`config.mk`:
```
export PLATFORM = sky130hd
export DESIGN_NAME = spi_frame_ctrl
export DESIGN_NICKNAME = d
export VERILOG_FILES = /design/src/rtl/spi_frame_pkg.sv /design/src/rtl/pin_sync.sv /design/src/rtl/frame_shifter.sv /design/src/rtl/frame_commit.sv /design/src/rtl/spi_frame_ctrl.sv
export SDC_FILE = /design/constraint.sdc
export NUM_CORES = 1
export LEC_CHECK = 0
export ABC_AREA = 1
export CAP_MARGIN = 40
export CORE_ASPECT_RATIO = 2
export CORE_MARGIN = 8
export CORE_UTILIZATION = 54
export DETAILED_ROUTE_END_ITERATION = 16
export DONT_BUFFER_PORTS = 1
export PLACE_DENSITY = 0.69
export SLEW_MARGIN = 20
export SYNTH_ARGS = -nofsm -noshare
export SYNTH_HDL_FRONTEND = slang
export SYNTH_SLANG_ARGS = --single-unit
export TNS_END_PERCENT = 1
```
`constraint.sdc`:
```
create_clock -name clk -period 1.85 [get_ports clk]
set_input_delay 0.185 -clock clk [delete_from_list [all_inputs] [get_ports clk]]
set_output_delay 0.185 -clock clk [all_outputs]
set_load 0.01 [all_outputs]
```
`src/rtl/spi_frame_pkg.sv`:
```
package spi_frame_pkg;

    localparam int CMD_W  = 32;
    localparam int ADDR_W = 6;
    localparam int DATA_W = CMD_W - 1 - ADDR_W;
    localparam int CNT_W  = $clog2(CMD_W + 2);
    localparam logic [CNT_W-1:0] CNT_FULL = CNT_W'(CMD_W);
    localparam logic [CNT_W-1:0] CNT_SAT  = CNT_W'(CMD_W + 1);

    typedef enum logic [1:0] {
        VERD_EMPTY = 2'd0,
        VERD_OK    = 2'd1,
        VERD_BAD   = 2'd2
    } verdict_e;

    typedef struct packed {
        logic              is_wr;
        logic [ADDR_W-1:0] addr;
        logic [DATA_W-1:0] data;
    } cmd_t;

    function automatic cmd_t decode_cmd(input logic [CMD_W-1:0] w);
        cmd_t c;
        c.is_wr = w[CMD_W-1];
        c.addr  = w[CMD_W-2 -: ADDR_W];
        c.data  = w[DATA_W-1:0];
        return c;
    endfunction

    function automatic verdict_e judge_len(input logic [CNT_W-1:0] n);
        if (n == '0)
            return VERD_EMPTY;
        else if (n == CNT_FULL)
            return VERD_OK;
        else
            return VERD_BAD;
    endfunction

    function automatic logic [CNT_W-1:0] bump_sat(input logic [CNT_W-1:0] n);
        return (n == CNT_SAT) ? n : n + 1'b1;
    endfunction

endpackage

```
`src/rtl/pin_sync.sv`:
```
module pin_sync #(
    parameter int   STAGES  = 2,
    parameter logic RST_VAL = 1'b0
) (
    input  logic clk,
    input  logic rst,
    input  logic d_i,
    output logic q_o
);
    logic [STAGES-1:0] chain;

    generate
        for (genvar g = 0; g < STAGES; g++) begin : g_stage
            if (g == 0) begin : g_first
                always_ff @(posedge clk) begin
                    if (rst) chain[0] <= RST_VAL;
                    else     chain[0] <= d_i;
                end
            end else begin : g_next
                always_ff @(posedge clk) begin
                    if (rst) chain[g] <= RST_VAL;
                    else     chain[g] <= chain[g-1];
                end
            end
        end
    endgenerate

    assign q_o = chain[STAGES-1];
endmodule

```
`src/rtl/frame_shifter.sv`:
```
module frame_shifter
    import spi_frame_pkg::*;
(
    input  logic             clk,
    input  logic             rst,
    input  logic             cs_s,
    input  logic             sck_s,
    input  logic             si_s,
    input  logic [CMD_W-1:0] snap_i,
    output logic             so_o,
    output logic             so_oe_o,
    output logic             done_o,
    output verdict_e         verdict_o,
    output cmd_t             cmd_o
);
    logic             cs_d, sck_d;
    logic [CNT_W-1:0] cnt;
    logic [CMD_W-1:0] rx_sh, tx_sh;
    logic             cs_fall, cs_rise, sck_rise, sck_fall, in_frame;

    always_comb begin
        cs_fall  = cs_d & ~cs_s;
        cs_rise  = ~cs_d & cs_s;
        in_frame = ~cs_d & ~cs_s;
        sck_rise = ~sck_d & sck_s;
        sck_fall = sck_d & ~sck_s;
    end

    always_ff @(posedge clk) begin
        if (rst) begin
            cs_d      <= 1'b1;
            sck_d     <= 1'b0;
            cnt       <= '0;
            rx_sh     <= '0;
            tx_sh     <= '0;
            so_o      <= 1'b1;
            so_oe_o   <= 1'b0;
            done_o    <= 1'b0;
            verdict_o <= VERD_EMPTY;
            cmd_o     <= '0;
        end else begin
            cs_d   <= cs_s;
            sck_d  <= sck_s;
            done_o <= 1'b0;
            if (cs_fall) begin
                cnt     <= '0;
                tx_sh   <= snap_i;
                so_oe_o <= 1'b1;
                so_o    <= 1'b1;
            end else if (cs_rise) begin
                so_oe_o   <= 1'b0;
                so_o      <= 1'b1;
                done_o    <= 1'b1;
                verdict_o <= judge_len(cnt);
                cmd_o     <= decode_cmd(rx_sh);
            end else if (in_frame) begin
                if (sck_rise) begin
                    so_o  <= tx_sh[CMD_W-1];
                    tx_sh <= {tx_sh[CMD_W-2:0], 1'b0};
                end
                if (sck_fall) begin
                    rx_sh <= {rx_sh[CMD_W-2:0], si_s};
                    cnt   <= bump_sat(cnt);
                end
            end
        end
    end
endmodule

```
`src/rtl/frame_commit.sv`:
```
module frame_commit
    import spi_frame_pkg::*;
#(
    parameter logic [ADDR_W-1:0] STAT_ADDR = '0
) (
    input  logic              clk,
    input  logic              rst,
    input  logic              done_i,
    input  verdict_e          verdict_i,
    input  cmd_t              cmd_i,
    output logic              wr_stb_o,
    output logic              rd_stb_o,
    output logic [ADDR_W-1:0] addr_o,
    output logic [DATA_W-1:0] wdata_o,
    output logic              fail_o,
    output logic              irq_n_o
);
    logic ok_frame, bad_frame, stat_read;

    always_comb begin
        ok_frame  = done_i && (verdict_i == VERD_OK);
        bad_frame = done_i && (verdict_i == VERD_BAD);
        stat_read = ok_frame && !cmd_i.is_wr && (cmd_i.addr == STAT_ADDR);
    end

    always_ff @(posedge clk) begin
        if (rst) begin
            wr_stb_o <= 1'b0;
            rd_stb_o <= 1'b0;
            addr_o   <= '0;
            wdata_o  <= '0;
            fail_o   <= 1'b0;
            irq_n_o  <= 1'b1;
        end else begin
            wr_stb_o <= ok_frame && cmd_i.is_wr;
            rd_stb_o <= ok_frame && !cmd_i.is_wr;
            if (ok_frame) begin
                addr_o <= cmd_i.addr;
                if (cmd_i.is_wr) wdata_o <= cmd_i.data;
            end
            if (bad_frame) begin
                fail_o  <= 1'b1;
                irq_n_o <= 1'b0;
            end else if (stat_read) begin
                fail_o  <= 1'b0;
                irq_n_o <= 1'b1;
            end
        end
    end
endmodule

```
`src/rtl/spi_frame_ctrl.sv`:
```
module spi_frame_ctrl
    import spi_frame_pkg::*;
#(
    parameter int                SYNC_STAGES = 2,
    parameter logic [ADDR_W-1:0] STAT_ADDR   = '0
) (
    input  logic              clk,
    input  logic              rst,
    input  logic              cs_n_i,
    input  logic              sck_i,
    input  logic              si_i,
    output logic              so_o,
    output logic              so_oe_o,
    output logic              irq_n_o,
    output logic              wr_stb_o,
    output logic              rd_stb_o,
    output logic [ADDR_W-1:0] reg_addr_o,
    output logic [DATA_W-1:0] reg_wdata_o
);
    logic             cs_s, sck_s, si_s;
    logic             done, fail;
    verdict_e         verdict;
    cmd_t             cmd;
    logic [CMD_W-1:0] snap;

    pin_sync #(.STAGES(SYNC_STAGES), .RST_VAL(1'b1)) i_sync_cs (
        .clk(clk), .rst(rst), .d_i(cs_n_i), .q_o(cs_s));
    pin_sync #(.STAGES(SYNC_STAGES), .RST_VAL(1'b0)) i_sync_sck (
        .clk(clk), .rst(rst), .d_i(sck_i), .q_o(sck_s));
    pin_sync #(.STAGES(SYNC_STAGES), .RST_VAL(1'b0)) i_sync_si (
        .clk(clk), .rst(rst), .d_i(si_i), .q_o(si_s));

    assign snap = {{(CMD_W-1){1'b0}}, fail};

    frame_shifter i_shift (
        .clk(clk), .rst(rst), .cs_s(cs_s), .sck_s(sck_s), .si_s(si_s),
        .snap_i(snap), .so_o(so_o), .so_oe_o(so_oe_o),
        .done_o(done), .verdict_o(verdict), .cmd_o(cmd));

    frame_commit #(.STAT_ADDR(STAT_ADDR)) i_commit (
        .clk(clk), .rst(rst), .done_i(done), .verdict_i(verdict), .cmd_i(cmd),
        .wr_stb_o(wr_stb_o), .rd_stb_o(rd_stb_o), .addr_o(reg_addr_o),
        .wdata_o(reg_wdata_o), .fail_o(fail), .irq_n_o(irq_n_o));
endmodule

```
* Word-level counts from Yosys, hierarchy flattened *
Index checks and enable logic that the tools add are counted.

word-level totals
  bits in registers = 150
  input bits = 5
  output and inout port bits = 36
  word-level logic and storage cells = 77

cells by class
  $add $sub $neg = 1
  eq/ne operators = 5
  mux-type cells = 13
  bitwise logic cells = 12
  reductions and logical operators = 21

operators with widths
  operator                                                count
  equality test 6 bit (second input constant)             2
  logical NOT 6 bit                                       2
  two-way mux 1 bit                                       11
  AND reduction 4 bit                                     2
  nonzero test 2 bit                                      4
  NOT 1 bit                                               7
  adder 6 x 1 -> 6 bit (second input constant)            1
  AND reduction 2 bit                                     3
  AND reduction 3 bit                                     2
  AND 1 bit                                               5
  logical AND 1 bit                                       5
  two-way mux 2 bit                                       2
  OR reduction 3 bit                                      1
  equality test 2 x 1 -> 1 bit (second input constant)    1
  equality test 2 bit (second input constant)             1
  inequality test 2 x 1 -> 1 bit (second input constant)  1
  OR reduction 2 bit                                      1
  logical NOT 1 bit                                       1

* Depth between registers and ports, before layout *
  depth after elaboration = 6
  gate-level depth with buffers = 8
  gate-level depth less buffers = 8

* Cells and area by module *
Synthesis repeated with hierarchy kept, for this count alone.

unflattened totals
  cell total of the unflattened synthesis = 800
  area, all modules = 6149.6 um^2

by module, submodules not included
  module                     times used  cells an instance  area an instance (um^2)  sequential area each (um^2)
  frame_shifter              1           621                4584.4                   2182.1
  frame_commit               1           159                1392.6                   700.7
  pin_sync (i_sync_sck ...)  2           6                  55.1                     40.0
  pin_sync (i_sync_cs)       1           7                  58.8                     40.0
  spi_frame_ctrl             1           1                  3.8                      0.0

* Worst setup path after synthesis *
OpenSTA, ideal clock, no wires.

  path type = reg-to-reg
  start point = register i_sync_cs.chain[1] (netlist: i_sync_cs.q_o)
  end point = register i_shift.rx_sh[25]
  setup time = 116 ps
  data arrival time = 1344 ps
  required time = 1734 ps
  setup slack = 390 ps
  cell stages (with the launch flop) = 8
  path buffers = 1
  period minus slack after synthesis = 1460 ps
  cells stage by stage = dfxtp_1 -> inv_1 -> ha_1 -> nor3_4 -> inv_1 -> buf_6 -> nor2_1 -> nor2_1

between the ends
  longest elaborated chain between the ends = 4
  elaborated cells on any way between the ends = 7
  classes of those cells = 6 x bitwise; 1 x reduce/logical

ends and longest elaborated chain
  what                                    RTL line                                  source
  from (decl)                             pin_sync.sv:10                            logic [STAGES-1:0] chain;
  from (signal, indexed assignment)       pin_sync.sv:22                            else chain[g] <= chain[g-1];
  NOT 1 bit                               frame_shifter.sv:22, frame_shifter.sv:24
  AND 1 bit                               frame_shifter.sv:22                       cs_fall = cs_d & ~cs_s;
  NOT 1 bit (no source line)              n/a
  AND reduction 4 bit (no source line) *  n/a
  to (signal assigned)                    frame_shifter.sv:62                       rx_sh <= {rx_sh[CMD_W-2:0], si_s};
  to (decl)                               frame_shifter.sv:18                       logic [CMD_W-1:0] rx_sh, tx_sh;

Mark *: on every way between the ends. The rest lies on a longest branch, timed or not.
A chain may end at the register's enable or synchronous reset.

* Worst setup path after layout *
  start point = register i_sync_cs.chain[1] (netlist: i_sync_cs.q_o)
  end point = register i_shift.rx_sh[11]

The elaborated chain is that of the path after synthesis.

==> results.cfg <==
[place]
dp_hpwl_um = 7310
port_buffers = 0
finalWeightedCongestion = 0.772
dpl_cell_area_mm2 = 0.00555

[critical_path]
startpoint_type = flop
critPathArrivalTime_ns = 1.94
reg2reg_slack_ns = 0.25
slowest_stage = dfxtp_1
crit_family = buffers and inverters
reg2reg_depth = 6
path_max_fanout = 32
reg2reg_from = i_sync_cs.q_o$_SDFF_PP1_
cp.depth = 6
cp.buffers_inverters = 2
path_class = reg -> reg
required_ns = 2.19
critPathCaptureType = flop
worstReg2RegEnd = i_shift.rx_sh[11]$_SDFFE_PP0P_
endpoint = i_shift.rx_sh[11]$_SDFFE_PP0P_
startpoint = i_sync_cs.q_o$_SDFF_PP1_
slowest_delay_ns = 0.35
crit_chain = inv_1 > ha_1 > nor3_4 > buf_4 > o21ai_0 > nor2_1

[routing]
wl_per_cell_um = 13.9
routed_wl_um = 11400
wl_met3_um = 404
ant_nets = 0
drt-pass1-iter-count = 6
top_layer_used = met4
remaining_drc_errors = 0
wl_met2_um = 5820
route.vias.total = 4275
drtIter0Drc = 221
via_per_inst = 5.22
wl_met1_um = 4910

[cts]
cts_setup_buffers = 0
cts.clk_slew.worst_paths_ns = 0.06
clockBufferDepth = 2
htreeDepth = 4
root_buffer = clkbuf_16
cts_tree = yes
insertion_delay_ns = 0.41
clock_sinks = 150
cts-buffers-inserted = 17

[power_and_ir_drop]
power_density_mw_per_mm2 = 1120
finalPower_uw = 6960
leakage_uw = 0.00273
irDropWorstVdd_v = 0.000815

[synth]
yosysSeqAreaShare_pct = 54.4
mappedNetlistNets = 690
synth-seq-cells = 150
synth.area.top_cells = dfxtp_1 (54%), nor2_1 (12%), o21ai_0 (8.5%)
synth_top_area_cell = dfxtp_1
synth_top_area_share_pct = 54.4
synth-warning-count = 0
synth_cell_type_count = 25
synthCells = 679
postSynthAreaPerCell_um2 = 8.13
synth_area_mm2 = 0.00552

[floorplanning]
fp-row-count = 52
die_y_um = 159
die_area_mm2 = 0.0139
io_pins = 41
core_mm2 = 0.0100
die_width_um = 87.5
initial_core_util_pct = 55.1

[timing]
setup_violations = 0
rsz0062_at_grt = false
hold_violations = 0
min_period_ns = 1.60
max_slew_margin_pct = 65.9
fmax_mhz = 626
holdWs_ns = 0.0625
setup_tns_ns = 0
fin_crit_sh_pct = 86.4
skew_ns = 0.00860
maxSlewViolCount = 0
tightest_slew_ns = 0.512

[global_route]
antenna_found_initial = 0
grtUsageTotal_pct = 17.0
first_global_vias = 3950
grt_pass1_wl_um = 18900
grt_max_degree = 56
overflow = 0

[finish]
drive_gt1_share_pct = 12.9
nNetsFinal = 682
fin_area_mm2 = 0.00621
n_antenna_cell = 0
layout_common_cells = nor2_1 (181), dfxtp_1 (150), o21ai_0 (94), nand2_1 (49), a21oi_1 (39)
layout_commonest_cell = nor2_1
syn2layout_area_growth_pct = 12.5
final_core_util_pct = 62.0

[run_status]
outcome = completed

[flow_run]
maxCapViolCount = 0

[hold_path]
worstHoldPathType = in -> reg
==> how the worst min path moves through the flow <==
stage	from	to	depth (start not counted)
2_1_floorplan	cs_n_i	i_sync_cs.chain[0]$_SDFF_PP1_	1
6_report	rst	i_commit.wdata_o[23]$_SDFFE_PP0P_	2
5_1_grt	rst	i_commit.fail_o$_SDFFE_PP0P_	2
3_5_place_dp	rst	i_commit.wdata_o[23]$_SDFFE_PP0P_	1
3_3_place_gp	rst	i_commit.wdata_o[22]$_SDFFE_PP0P_	1
4_1_cts	rst	i_commit.wdata_o[23]$_SDFFE_PP0P_	2
==> layer usage <==
layer | vias to the layer above | GRT usage (%)
li1 | 2179 | -
met1 | 2009 | 18.5
met2 | 73 | 29.0
met3 | 14 | 4.45
met4 | 0 | 8.05
met5 | - | 0
==> power by group <==
group	internal [µW]	switching, µW
combinational	48.9	99.3
sequential	3270	21.4
clock	2230	1290
==> flip-flops by register name (all words and copies together), names as in the netlist, 2 cells and up <==
register / flops
i_shift.rx_sh: 32
i_shift.verdict_o: 2
i_commit.wdata_o: 25
i_shift.cmd_o: 32
i_shift.tx_sh: 32
i_commit.addr_o: 6
i_shift.cnt: 6
==> worst register-to-register path, stage by stage, from the launching register on <==
cell	delay [ns]
dfxtp_1	0.35
inv_1	0.09
ha_1	0.35
nor3_4	0.21
buf_4	0.30
o21ai_0	0.13
nor2_1	0.13
==> timing repair <==
action,in CTS,in global routing
gates resized for setup,0,0
hold buffers,4,0
endpoints found under the hold margin,38,0
==> Yosys cell counts <==
cell,number
a21oi_1,39
and3_1,1
buf_1,4
buf_2,17
buf_6,9
clkbuf_1,14
dfxtp_1,150
ha_1,6
inv_1,20
inv_2,2
inv_4,1
nand2_1,49
nand2_2,3
nand3_1,34
nand3b_1,1
nand4_1,3
nor2_1,181
nor2_2,28
nor2_4,5
nor3_1,1
nor3_4,2
o21ai_0,94
o21ai_1,12
or2_2,2
xor2_1,1
==> stage by stage <==
stage	setup slack (ns)	instances
2_1_floorplan	0.390	679
3_3_place_gp	0.351	783
3_5_place_dp	0.276	783
4_1_cts	0.254	819
5_1_grt	0.143	819
6_report	0.252	819
==> cell families after synthesis <==
kind of cell	synth area share (%)
AND/OR/NAND/NOR	24.7
flip-flops	54.4
AO/OA/AOI/OAI	13.1
buffers and inverters	6.21
adder cells (fa/ha/maj)	1.36
XOR/XNOR	0.159
==> area by class of cell <==
type | instances | area (µm²)
clock buffer | 21 | 470
clock inverter | 11 | 146
fill | 936 | 3810
inverter | 23 | 88.8
multi-input combinational | 462 | 2180
sequential | 150 | 3000
tap | 135 | 169
timing repair buffer | 17 | 160
No activity file was read; power rests on OpenSTA's default activity.
